[src/rtl/irq_grp_enable_pkg.sv]
package irq_grp_enable_pkg;
  localparam int REG_W   = 32;
  localparam int NUM_GRP = 2;
  localparam int GRP_NS  = 0;
  localparam int GRP_S   = 1;
  localparam logic [REG_W-1:0] RW_MASK = {{(REG_W-NUM_GRP){1'b0}}, {NUM_GRP{1'b1}}};

  typedef struct packed {
    logic               monWr;
    logic [REG_W-1:0]   monWord;
    logic [NUM_GRP-1:0] aliasHit;
    logic [NUM_GRP-1:0] aliasVal;
  } grp_strobe_t;
endpackage

[src/rtl/irq_grp_enable_ctrl.sv]
module irq_grp_enable_ctrl
  import irq_grp_enable_pkg::*;
(
  input  logic               monWrEn,
  input  logic [REG_W-1:0]   monWrData,
  input  logic [NUM_GRP-1:0] aliasWrEn,
  input  logic [NUM_GRP-1:0] aliasWrData,
  output grp_strobe_t        strobe
);
  // The monitor write has priority: when it is present, every alias strobe is dropped.
  always_comb begin
    strobe.monWr    = monWrEn;
    strobe.monWord  = monWrData & RW_MASK;
    strobe.aliasHit = aliasWrEn & {NUM_GRP{~monWrEn}};
    strobe.aliasVal = aliasWrData;
  end
endmodule

[src/rtl/irq_grp_enable_dp.sv]
module irq_grp_enable_dp
  import irq_grp_enable_pkg::*;
(
  input  logic               clk,
  input  logic               rstN,
  input  grp_strobe_t        strobe,
  input  logic [NUM_GRP-1:0] pending,
  output logic [REG_W-1:0]   wordQ,
  output logic [NUM_GRP-1:0] relReq
);
  logic [REG_W-1:0]   wordD;
  logic [NUM_GRP-1:0] relD;

  // A monitor write replaces the whole word. Without one, each alias write overlays its own bit.
  always_comb begin
    wordD = strobe.monWr ? strobe.monWord : wordQ;
    for (int g = 0; g < NUM_GRP; g++) begin
      if (strobe.aliasHit[g]) wordD[g] = strobe.aliasVal[g];
    end
    wordD = wordD & RW_MASK;
  end

  // A release is raised on a 1-to-0 change of a flag while that group has an interrupt pending.
  for (genvar g = 0; g < NUM_GRP; g++) begin : g_rel
    assign relD[g] = wordQ[g] & ~wordD[g] & pending[g];
  end

  always_ff @(posedge clk) begin
    if (!rstN) begin
      wordQ  <= '0;
      relReq <= '0;
    end else begin
      wordQ  <= wordD;
      relReq <= relD;
    end
  end
endmodule

[src/rtl/irq_grp_enable.sv]
module irq_grp_enable
  import irq_grp_enable_pkg::*;
(
  input  logic               clk,
  input  logic               rstN,
  input  logic               monWrEn,
  input  logic [REG_W-1:0]   monWrData,
  output logic [REG_W-1:0]   monRdData,
  input  logic [NUM_GRP-1:0] aliasWrEn,
  input  logic [NUM_GRP-1:0] aliasWrData,
  output logic [NUM_GRP-1:0] aliasRdData,
  input  logic [NUM_GRP-1:0] pending,
  output logic [NUM_GRP-1:0] relReq,
  output logic [NUM_GRP-1:0] grpEnable
);
  grp_strobe_t      strobe;
  logic [REG_W-1:0] wordQ;

  irq_grp_enable_ctrl u_ctrl (
    .monWrEn     (monWrEn),
    .monWrData   (monWrData),
    .aliasWrEn   (aliasWrEn),
    .aliasWrData (aliasWrData),
    .strobe      (strobe)
  );

  irq_grp_enable_dp u_dp (
    .clk     (clk),
    .rstN    (rstN),
    .strobe  (strobe),
    .pending (pending),
    .wordQ   (wordQ),
    .relReq  (relReq)
  );

  assign monRdData   = wordQ;
  assign aliasRdData = wordQ[NUM_GRP-1:0];
  assign grpEnable   = wordQ[NUM_GRP-1:0];
endmodule

[config.mk]
export PLATFORM = sky130hd
export DESIGN_NAME = irq_grp_enable
export DESIGN_NICKNAME = d
export VERILOG_FILES = /design/src/rtl/irq_grp_enable_pkg.sv /design/src/rtl/irq_grp_enable_ctrl.sv /design/src/rtl/irq_grp_enable_dp.sv /design/src/rtl/irq_grp_enable.sv
export SDC_FILE = /design/constraint.sdc
export NUM_CORES = 1
export LEC_CHECK = 0
export BUFFER_PORTS_ARGS = -buffer_cell sky130_fd_sc_hd__clkbuf_2
export CAP_MARGIN = 20
export CORE_ASPECT_RATIO = 0.8
export CORE_UTILIZATION = 30
export CTS_BUF_LIST = sky130_fd_sc_hd__clkbuf_8
export DETAILED_ROUTE_END_ITERATION = 7
export GPL_TIMING_DRIVEN = 0
export PLACE_DENSITY = 0.82
export SLEW_MARGIN = 0
export SYNTH_ARGS = -nofsm -noshare
export SYNTH_HDL_FRONTEND = slang
export SYNTH_HIERARCHICAL = 1
export SYNTH_SLANG_ARGS = --single-unit
[constraint.sdc]
create_clock -name clk -period 1.2 [get_ports clk]
set_input_delay 0.06 -clock clk [delete_from_list [all_inputs] [get_ports clk]]
set_output_delay 0.06 -clock clk [all_outputs]
set_load 0.05 [all_outputs]
## Yosys cells after proc, flatten, opt, wreduce, memory -nomap -nowiden

Index checks and enable logic that the tools add are counted.

- Input port bits: 41
- Register bits: 4
- Logic and storage cells: 13

- Bitwise operators: 8
- Multiplexer cells: 3

Operators by type and width:

| operator | number |
|---|---|
| $and A1 B1 Y1 | 4 |
| $not A1 Y1 | 3 |
| $and A2 B2 Y2 | 1 |
| $mux W1 | 2 |
| $mux W2 | 1 |

## Depth between registers and ports, before layout

Gate-level depths: netlist of the first run.

- Depth in word-level cells: 6
- Gate-level depth with buffers: 3
- Mapped depth without buffers: 3

## Cells and area by module

Netlist of the first run, hierarchy kept.

Modules (own cells, without submodules):

| module | area each (um^2) | seq. area each (um^2) | cells an instance | instances |
|---|---|---|---|---|
| irq_grp_enable_dp | 415.4 | 80.1 | 48 | 1 |
| irq_grp_enable_ctrl | 279.0 | 0.0 | 38 | 1 |
| irq_grp_enable | 30.0 | 0.0 | 4 | 1 |

## Worst setup path before layout of the first run

No wires, ideal clock.

- Path kind: register -> register
- Start point: register u_dp.wordQ[1]
- End point: register u_dp.wordQ[1]
- Cell stages (with the launch flop): 3
- Arrival time: 1.023 ns
- Setup time: 0.116 ns
- Path slack: 0.060 ns
- Cell sequence: dfxtp_1 mux2_4 o211a_1

- Word-level cells in the longest chain between the ends: 2

Ends and longest elaborated chain:

| what | RTL line | source |
|---|---|---|
| from (decl) | irq_grp_enable_dp.sv:8 | `output logic [REG_W-1:0] wordQ,` |
| from (signal assigned) | irq_grp_enable_dp.sv:33 | `wordQ <= wordD;` |
| $mux W2 | irq_grp_enable_dp.sv:16 | `wordD = strobe.monWr ? strobe.monWord : wordQ;` |
| $mux W1 | irq_grp_enable_dp.sv:18 | `if (strobe.aliasHit[g]) wordD[g] = strobe.aliasVal[g];` |

Every way passes these cells.
A chain may end at the register's enable or synchronous reset.

## Worst setup path after layout of the first run

- Start point: register u_dp.wordQ[1]
- End point: output port grpEnable[1]

RTL lines:

| what | RTL line | source |
|---|---|---|
| to (decl) | irq_grp_enable.sv:14 | `output logic [NUM_GRP-1:0] grpEnable` |

No word-level cell between the ends.

==> results of run 1 <==
[through the flow]
step                cell area, sq um  instances
finish                         742.0        126
global route                   742.0        126
CTS                            742.0        126
detailed placement             700.7        123
global placement               700.7        123
floorplan                      604.3         88
[how the worst min path moves through the flow]
| stage | to | slack, ns | depth (start not counted) |
|---|---|---|---|
| after floorplan | u_dp/wordQ[0]$_SDFF_PN0_ | 0.19 | 1 |
| after global placement | u_dp/relReq[0]$_SDFF_PN0_ | 0.30 | 3 |
| after detailed placement | u_dp/relReq[0]$_SDFF_PN0_ | 0.30 | 3 |
| after CTS | u_dp/relReq[0]$_SDFF_PN0_ | 0.10 | 3 |
| after global routing | u_dp/relReq[1]$_SDFF_PN0_ | 0.13 | 3 |
| final | u_dp/relReq[0]$_SDFF_PN0_ | 0.11 | 3 |
[worst min-delay path: stages]
cell                       delay (ns)
sky130_fd_sc_hd__clkbuf_2        0.08
sky130_fd_sc_hd__nand3_1         0.08
sky130_fd_sc_hd__a21oi_1         0.05
[state kept, by name, indices dropped and copies added (netlist names)]
signal	count
u_dp/relReq	2
u_dp/wordQ	2
[routing by layer]
| layer | GRT usage [%] | vias to the layer above | routed length (um) | share of wire (%) |
|---|---|---|---|---|
| met5 | 0 | - | 0 | 0 |
| met4 | 6.429 | 0 | 0 | 0 |
| met3 | 3.302 | 0 | 106 | 12 |
| met2 | 18.84 | 24 | 493 | 56 |
| met1 | 9.167 | 151 | 286 | 32 |
| li1 | - | 212 | - | - |
[final cells by class]
class                           instances  area (sq um)  share of cell area [%]
Buffer                                 39         292.8                   39.46
Multi-Input combinational cell         44         227.7                   30.69
Sequential cell                         4         80.08                   10.79
Timing Repair Buffer                   14         70.07                   9.444
Clock buffer                            3         41.29                   5.565
Tap cell                               21         26.28                   3.541
Inverter                                1         3.754                  0.5059
[cell usage in the layout (no fill, tap or decap)]
cell type and instances:
sky130_fd_sc_hd__buf_4 39, sky130_fd_sc_hd__o211a_1 2, sky130_fd_sc_hd__mux2_2 1, sky130_fd_sc_hd__a211oi_2 1
sky130_fd_sc_hd__dfxtp_1 4, sky130_fd_sc_hd__or3b_1 1, sky130_fd_sc_hd__inv_1 1, sky130_fd_sc_hd__clkbuf_2 14
sky130_fd_sc_hd__nor2b_1 2, sky130_fd_sc_hd__nand2b_1 1, sky130_fd_sc_hd__mux2_4 1, sky130_fd_sc_hd__nand3_1 2
sky130_fd_sc_hd__or2b_1 1, sky130_fd_sc_hd__clkbuf_8 3, sky130_fd_sc_hd__conb_1 30, sky130_fd_sc_hd__a21oi_1 1
sky130_fd_sc_hd__and2_1 1
[power by group]
part	internal [mW]	switching [mW]
Sequential	0.141	0.00661
Combinational	0.124	0.307
Clock	0.213	0.0655
==> results.md, run 1 <==
- After layout, the minimum clock period comes to 1.051 ns.
- The peak fanout along the critical path is 5.
- After filler insertion, the fill cell instance count of the layout stands at 151.
- The maximum clock path buffer count is 2.
- The floorplan die area is 1819 sq um.
- In this run the number of H-tree levels came out at 1.
- The number of antenna violations at the first check in global routing is 0.
- After clock tree synthesis, the setup repair step added 0 buffers.
- In this run the worst setup path terminates at grpEnable[1].
- The count of unresolved DRC violations after routing is 0.
- The peak clock frequency supported by timing is 951.4 MHz.
- The combined buffer and inverter count along the critical path is 2.
- The overall overflow remaining after global route is 0.
- The critical path goes through buf_4 -> clkbuf_2.
- The leakage power of the design is 0.4771 nW.
- The total of warnings raised by yosys is 6.
- The worst setup slack for register-to-register paths is 0.25 ns.
- Summing every instance area after synthesis gives 495.5 sq um.
- The final-stage net count is 148.
- The chip height is 38.35 um.
- The type of origin of the critical path is a flop.
- The clock tree from TritonCTS is built.
- Global routing used 10.11% of the available tracks.
- The starting utilization of the core area is 34.02%.
- The region available for standard cell placement spans 1456 sq um.
- Setup repair after global routing left no endpoint under its margin.
- In the finished design, the share of the clock period the worst path needs comes to 87.59%.
- The chip width is 47.44 um.
- The first global-routing pass estimated 1242 um of wire.
- The slowest library cell on the worst path is sky130_fd_sc_hd__dfxtp_1.
- The worst hold path startpoint is pending[0].
- The depth of the worst register-to-register path is 2.
- Data on the critical path arrives at its endpoint at 0.99 ns.
- The post-synthesis cell count is 59.
- The final-layout setup total negative slack is 0 ns.
- The hold buffer count at CTS is 0.
- The number of gates resized after CTS was 0.
- After the first detailed-routing iteration, the DRC count stood at 3.
- Summing internal, switching and leakage power gives 0.8576 mW.
- The type of the worst min-delay path is in2reg.
- The routed via count is 387.
- The endpoint identified for the worst register-to-register timing path is u_dp/wordQ[1]$_SDFF_PN0_.
- Setup violations remaining at the end of the flow were counted as 0.
- The maximum number of pins on one net before global-route repair is 6.
- The largest clock skew in the final design is 0.0009791 ns.
- The routed design has 887 um of wire.
- The tool flagged a number of max-cap violations equal to 0.
- At the worst endpoint, the required time is 1.14 ns.
- The worst setup path is of the reg2out kind.
- The number of top-level pins is 79.
- The number of global-route vias before repair was 313.
- The type of destination of the critical path is an output pin.
- The clock latency at the later pin of the worst-skew pair is 0.21 ns.
- At the placement stage, the worst setup path has a slack of 0.2663 ns.
- On the worst path, the slowest cell contributes a delay of 0.38 ns.
- The fraction of final layout cells with drive strength greater than 1 is 56.19%.
- For this run, the detailed router's first-pass iteration total came to 3.
- The placer's final routability congestion estimate is 0.6806.
- After clock tree synthesis, the clock-pin slew on the worst setup and hold paths is 0.03 ns.
- The final number of max-transition violations is 0.
- The TritonCTS sink count is 4.
- The hold violation total from the final report is 0.
- The repair_antennas step left the layout with diodes totalling 0.
- The flow ran to the end, and the final reports show no timing, DRC or antenna violations.
- The worst setup path startpoint is u_dp/wordQ[1]$_SDFF_PN0_.
- On the critical path the largest part of the delay comes from buffers and inverters.
- The post-route antenna net violation count is 0.
- The routed length per placed instance is 7.040 um.
- The worst hold margin is 0.1082 ns.
- Across the VDD grid, the largest voltage drop is 0.0005939 V.
- The area added between synthesis and finish is 49.75%.
- The clock tree root buffer cell is sky130_fd_sc_hd__clkbuf_8.
- The routed via count divided by cell count is 3.071.
- The setup slack after layout is 0.1489 ns.
- The post-synthesis area per instance is 8.398 sq um.
- In this run the power density over the cells is 1156 nW/um^2.
- Counting buffers and inverters, the worst setup path is 2 cells deep.
- The floorplan has 12 rows.
- Once layout is complete, the utilization of the core stands at 50.94%.
- The worst register-to-register path begins at u_dp/wordQ[1]$_SDFF_PN0_.
- In this run the tool buffered the top-level ports with 14 buffer cells.
- In this run, CTS created clock tree buffers numbering 3.
No activity file was read; power rests on OpenSTA's default activity.
==> run 2, diff against run 1 <==
Settings changed: BUFFER_PORTS_ARGS -buffer_cell sky130_fd_sc_hd__clkbuf_2 to not set, DONT_BUFFER_PORTS set to 1, PLACE_DENSITY 0.82 to 0.54.
==> results.md, run 2 (synthesized netlist as in run 1, its figures left out) <==
- Status: finished, final reports clean (unchanged).
- The final-stage net count is 136 (was 148).
- The clock tree root buffer cell is sky130_fd_sc_hd__clkbuf_8 (unchanged).
- The routed length per placed instance is 6.842 um (was 7.040 um).
- The maximum clock path buffer count is 2 (unchanged).
- The number of global-route vias before repair came to 273 (was 313).
- The number of setup buffers added after CTS came to 0 (unchanged).
- The met2 wirelength from detailed routing is 359 um (was 493 um).
- The uppermost layer routed is met3 (unchanged).
- The period utilization was 88.27% (was 87.59%).
- The CTS H-tree depth came to 1 (unchanged).
- The peak clock frequency supported by timing came to 944.0 MHz (was 951.4 MHz).
- The floorplan die area is 1819 sq um (unchanged).
- The chip width is 47.44 um (unchanged).
- The clock transition at the registers of the reported paths is 0.03 ns (about the same).
- The quantity of I/O buffers inserted on ports is 0 (was 14).
- The time the final worst path needs with I/O delays and setup is 1.059 ns (was 1.051 ns).
- The endpoint required time on the critical path came to 1.30 ns (was 1.14 ns).
- The number of failing setup endpoints in the final timing report came to 0 (unchanged).
- The type of origin of the critical path is a flop (unchanged).
- The total global-route track usage is 8.826% (was 10.11%).
- The critical path class is reg2reg (was reg2out).
- The detailed-routing wirelength on met1 is 255 um (was 286 um).
- The routed via count was 348 (was 387).
- The clock tree from TritonCTS is built (unchanged).
- The leakage power of the design came to 0.4254 nW (was 0.4771 nW).
- The post-route antenna net violation count was 0 (unchanged).
- The wire length of the first global-routing pass is 1048 um (was 1242 um).
- The count of unresolved DRC violations after routing is 0 (unchanged).
- The number of antenna violations at the first check in global routing is 0 (unchanged).
- The number of search-and-repair iterations in the first detailed-routing pass is 3 (unchanged).
- The chip height came to 38.35 um (unchanged).
- The worst hold margin is 0.01679 ns (was 0.1082 ns).
- The TritonCTS sink count is 4 (unchanged).
- The number of max-cap violations was 0 (unchanged).
- The total inserted antenna cells is 0 (unchanged).
- The wire length on met3 came to 164 um (was 106 um).
- The type of destination of the critical path is a flop (was output pin).
- The worst-case vdd ir drop is 0.0004999 V (was 0.0005939 V).
- The largest clock skew in the final design is 0.00003185 ns (was 0.0009791 ns).
- The data arrival at the endpoint of the critical path is 1.16 ns (was 0.99 ns).
- The total wire length is 780 um (was 887 um).
- The type of the worst min-delay path is in2reg (unchanged).
- The starting utilization of the core area is 34.02% (unchanged).
- The routed via count divided by cell count came to 3.053 (was 3.071).
- The fraction of final layout cells with drive strength greater than 1 was 50.54% (was 56.19%).
- The clock latency at the later pin of the worst-skew pair is 0.21 ns (about the same).
- The peak fanout along the critical path is 5 (unchanged).
- The total power of the final layout is 0.8375 mW (was 0.8576 mW).
- The cell area power density was 1206 nW/um^2 (was 1156 nW/um^2).
- The violation count after the first detailed-routing iteration is 2 (was 3).
- The most common cell after layout, fill and taps aside is sky130_fd_sc_hd__buf_4 (unchanged).
- The final number of max-transition violations is 0 (unchanged).
- The number of top-level pins came to 79 (unchanged).
- The placer's final routability congestion estimate came to 0.6147 (was 0.6806).
- Largest regs: u_dp/relReq (2), u_dp/wordQ (2) (unchanged).
- The core area is 1456 sq um (unchanged).
- The number of placement rows is 12 (unchanged).
- The maximum number of pins on one net before global-route repair is 6 (unchanged).
- The final-layout setup total negative slack is 0 ns (unchanged).
- The clock buffer count from CTS is 3 (unchanged).
- The hold violation total from the final report is 0 (unchanged).
- Commonest cells after routing, fill and taps aside: 39 x sky130_fd_sc_hd__buf_4, 30 x sky130_fd_sc_hd__conb_1, 3 x sky130_fd_sc_hd__clkbuf_8 (was 39 x sky130_fd_sc_hd__buf_4, 30 x sky130_fd_sc_hd__conb_1, 14 x sky130_fd_sc_hd__clkbuf_2).
- The overall overflow remaining after global route is 0 (unchanged).
- The area added between synthesis and finish is 40.15% (was 49.75%).
- Unrepaired setup endpoints after global routing: false (unchanged).
[run 2: changes by cell type in the layout (fill, tap and decap cells not counted)]
cell | previous run | this run
sky130_fd_sc_hd__dfxtp_2 | 0 | 2
sky130_fd_sc_hd__clkbuf_2 | 14 | 0
sky130_fd_sc_hd__dlygate4sd3_1 | 0 | 2
sky130_fd_sc_hd__dfxtp_1 | 4 | 2
[run 2: where the power goes]
group / switching, mW / internal (mW) / leakage (nW) / total [mW]
logic: 0.275 / 0.112 / 0.370 / 0.387
clock network: 0.0640 / 0.213 / 0.0216 / 0.277
registers: 0.0311 / 0.142 / 0.0334 / 0.173
[run 2: path summary, 6_finish.rpt]
| path | cells past startpoint | slack (ns) | to | start |
|---|---|---|---|---|
| hold reg to reg | 2 | 0.61 | u_dp/relReq[0]$_SDFF_PN0_ | u_dp/wordQ[0]$_SDFF_PN0_ |
| setup reg to reg | 2 | 0.14 | u_dp/wordQ[1]$_SDFF_PN0_ | u_dp/wordQ[1]$_SDFF_PN0_ |
| hold / removal | 2 | 0.02 | u_dp/relReq[1]$_SDFF_PN0_ | rstN |
| setup / recovery | 2 | 0.14 | u_dp/wordQ[1]$_SDFF_PN0_ | u_dp/wordQ[1]$_SDFF_PN0_ |
[run 2: worst max-delay path, stage by stage, from the launching register on]
cell and delay (ns):
sky130_fd_sc_hd__dfxtp_2 0.41, sky130_fd_sc_hd__mux2_4 0.32, sky130_fd_sc_hd__o211a_1 0.21
[run 2: repair_timing]
item / in CTS / in global routing
hold buffers: 2 / 0
setup endpoints to repair: 4 / 0
gates resized for setup: 2 / 0
endpoints found under the hold margin: 3 / 0
[run 2: layout make-up]
cell class,instances,area [sq um]
inverter,1,3.754
tap,21,26.28
sequential,4,82.58
multi-input combinational,44,227.7
buffer,39,292.8
fill,142,762.0
timing repair buffer,2,20.02
clock buffer,3,41.29
[run 2: stage by stage]
stage / setup slack, ns / cells / util [%] / area [sq um]
2_1_floorplan: 0.06049 / 88 / - / 604.3
3_3_place_gp: 0.02174 / 109 / 43.30 / 630.6
3_5_place_dp: 0.01577 / 109 / 43.30 / 630.6
4_1_cts: 0.1358 / 114 / 47.68 / 694.4
5_1_grt: 0.1014 / 114 / 47.68 / 694.4
6_report: 0.1407 / 114 / 47.68 / 694.4
[run 2: routing by layer]
metal	vias to the layer above	track usage [%]
li1	186	-
met1	132	8.840
met2	30	12.67
met3	0	6.132
met4	0	6.429
met5	-	0
==> run 3, diff against run 2 <==
Settings changed: ABC_AREA set to 1, CORE_ASPECT_RATIO 0.8 to not set, CORE_UTILIZATION 30 to 45, PLACE_DENSITY 0.54 to 0.7.
==> results.md, run 3 <==
- The floorplan die area was 1217 sq um (was 1819 sq um).
- The worst-case vdd ir drop is 0.0005738 V (was 0.0004999 V).
- The critical path class is reg2out (was reg2reg).
- The number of filler instances in the final layout is 93 (was 142).
- The cell area power density was 1243 nW/um^2 (was 1206 nW/um^2).
- The chip height came to 34.89 um (was 38.35 um).
- The final-layout setup total negative slack is 0 ns (unchanged).
- The core area is 963.4 sq um (was 1456 sq um).
- The post-synthesis area per instance came to 7.158 sq um (was 8.398 sq um).
- The total wire length came to 667 um (was 780 um).
- The area added between synthesis and finish is 36.76% (was 40.15%).
- Largest regs: u_dp/relReq (2), u_dp/wordQ (2) (unchanged).
- The number of global-route vias before repair is 264 (was 273).
- The total global-route track usage came to 11.61% (was 8.826%).
- The data arrival at the endpoint of the critical path is 0.99 ns (was 1.16 ns).
- The quantity of I/O buffers inserted on ports is 0 (unchanged).
- The routed length per placed instance is 5.851 um (was 6.842 um).
- The total of warnings raised by yosys is 6 (unchanged).
- The clock transition at the registers of the reported paths came to 0.03 ns (about the same).
- The CTS H-tree depth is 1 (unchanged).
- The number of failing setup endpoints in the final timing report came to 0 (unchanged).
- The wire length of the first global-routing pass is 917 um (was 1048 um).
- The number of search-and-repair iterations in the first detailed-routing pass is 4 (was 3).
- The type of the worst min-delay path is in2reg (unchanged).
- The fraction of final layout cells with drive strength greater than 1 is 45.54% (was 50.54%).
- The clock buffer count from CTS is 3 (unchanged).
- The leakage power of the design is 0.4265 nW (was 0.4254 nW).
- The maximum number of pins on one net before global-route repair is 6 (unchanged).
- The fraction of the core area covered by cells at the end of the flow is 69.09% (was 47.68%).
- The depth of the worst register-to-register path came to 4 (was 2).
- The total inserted antenna cells is 0 (unchanged).
- The chip width is 34.89 um (was 47.44 um).
- The total power of the final layout is 0.8272 mW (was 0.8375 mW).
- Commonest cells after routing, fill and taps aside: 39 x sky130_fd_sc_hd__buf_4, 30 x sky130_fd_sc_hd__conb_1, 6 x sky130_fd_sc_hd__inv_1, 6 x sky130_fd_sc_hd__nand2_1 (was 39 x sky130_fd_sc_hd__buf_4, 30 x sky130_fd_sc_hd__conb_1, 3 x sky130_fd_sc_hd__clkbuf_8).
- Unrepaired setup endpoints after global routing: false (unchanged).
- The most common cell after layout, fill and taps aside is sky130_fd_sc_hd__buf_4 (unchanged).
- Cells traversed along the worst timing path: buf_4 (was mux2_4 -> o211a_1).
- The final-stage net count is 144 (was 136).
- The kind of cell with the highest combined delay on the critical path is flip-flops (unchanged).
- The placement-stage cell area is 611.8 sq um (was 630.6 sq um).
- The peak clock frequency supported by timing is 949.6 MHz (was 944.0 MHz).
- The number of top-level pins is 79 (unchanged).
- The routed via count was 360 (was 348).
- The type of origin of the critical path is a flop (unchanged).
- The number of antenna violations at the first check in global routing came to 0 (unchanged).
- The period utilization is 87.76% (was 88.27%).
- The maximum cell stage delay along the critical path came to 0.51 ns (was 0.41 ns).
- The TritonCTS sink count is 4 (unchanged).
- The peak fanout along the critical path was 5 (unchanged).
- The violation count after the first detailed-routing iteration is 5 (was 2).
- The clock tree root buffer cell is sky130_fd_sc_hd__clkbuf_8 (unchanged).
- The post-route antenna net violation count is 0 (unchanged).
- The maximum clock path buffer count was 2 (unchanged).
- The time the final worst path needs with I/O delays and setup is 1.053 ns (was 1.059 ns).
- The cell area after layout is 665.6 sq um (was 694.4 sq um).
- The type of destination of the critical path is an output pin (was flop).
- The starting utilization of the core area is 50.52% (was 34.02%).
- The post-synthesis cell count was 68 (was 59).
- The cell area after synthesis is 486.7 sq um (was 495.5 sq um).
- The number of placement rows came to 11 (was 12).
- The number of setup buffers added after CTS is 0 (unchanged).
- The placer's final routability congestion estimate is 0.6388 (was 0.6147).
- The largest clock skew in the final design is 0.0001004 ns (was 0.00003185 ns).
- The routed via count divided by cell count is 3.158 (was 3.053).
- Status: finished, final reports clean (unchanged).
- The combined buffer and inverter count along the critical path was 1 (was 0).
- The hold violation total from the final report came to 0 (unchanged).
- The endpoint required time on the critical path is 1.14 ns (was 1.30 ns).
- The overall overflow remaining after global route is 0 (unchanged).
- The clock latency at the later pin of the worst-skew pair is 0.21 ns (about the same).
- The worst hold path stage count was 2 (unchanged).
- The number of max-cap violations came to 0 (unchanged).
- The clock tree from TritonCTS is built (unchanged).
- The count of unresolved DRC violations after routing came to 0 (unchanged).
- The total number of cells along the worst setup path is 1 (was 2).
- The slowest library cell on the worst path is sky130_fd_sc_hd__dfxtp_2 (unchanged).
- The final number of max-transition violations came to 0 (unchanged).
## run 3: cell count changes in the layout (fill, tap and decap cells not counted), sizes merged, moves of 2 or more
| cell | delta |
|---|---|
| inv | +5 |
| mux2 | -2 |
| nand2 | +6 |
| nand3 | +2 |
| nor2 | +4 |
| nor2b | -2 |
| o211a | -2 |
| or2 | +2 |
## run 3: layout make-up
cell class / count / area (sq um) / share of cell area (%)
Clock buffer: 3 / 41.29 / 6.203
Timing Repair Buffer: 1 / 10.01 / 1.504
Inverter: 6 / 22.52 / 3.383
Multi-Input combinational cell: 48 / 200.2 / 30.08
Buffer: 39 / 292.8 / 43.99
Sequential cell: 4 / 82.58 / 12.41
Tap cell: 13 / 16.27 / 2.444
## run 3: metal layers
metal | GRT usage [%] | part of all wire [%] | up-vias
li1 | - | - | 201
met1 | 9.881 | 35 | 126
met2 | 17.45 | 47 | 29
met3 | 3.846 | 13 | 4
met4 | 18.00 | 4.3 | 0
met5 | 0 | 0 | -
## run 3: path summary, 6_finish.rpt
path | startpoint | end | slack, ns
min | rstN | u_dp/relReq[1]$_SDFF_PN0_ | 0.005
max reg2reg | u_dp/wordQ[0]$_SDFF_PN0_ | u_dp/wordQ[0]$_SDFF_PN0_ | 0.29
min reg2reg | u_dp/wordQ[1]$_SDFF_PN0_ | u_dp/relReq[1]$_SDFF_PN0_ | 0.62
max | u_dp/wordQ[0]$_SDFF_PN0_ | grpEnable[0] | 0.15
## run 3: repair_timing
item                       CTS  global route
hold buffers                 1             0
setup endpoints to repair    4             0
hold endpoints to repair     2             0
resized for setup            2             0
## run 3: report_power, final
group	total (mW)	internal [mW]	switching, mW	leakage, nW
Combinational	0.376	0.102	0.274	0.372
Clock	0.278	0.213	0.0648	0.0216
Sequential	0.173	0.142	0.0306	0.0334
## run 3: metrics by stage
stage | cells | setup WS (ns) | hold WS, ns
floorplan | 97 | 0.1587 | 0.1931
global placement | 110 | 0.1072 | 0.2058
detailed placement | 110 | 0.09269 | 0.2048
CTS | 114 | 0.1407 | 0.0002222
global route | 114 | 0.1196 | 0.007704
finish | 114 | 0.1469 | 0.005139
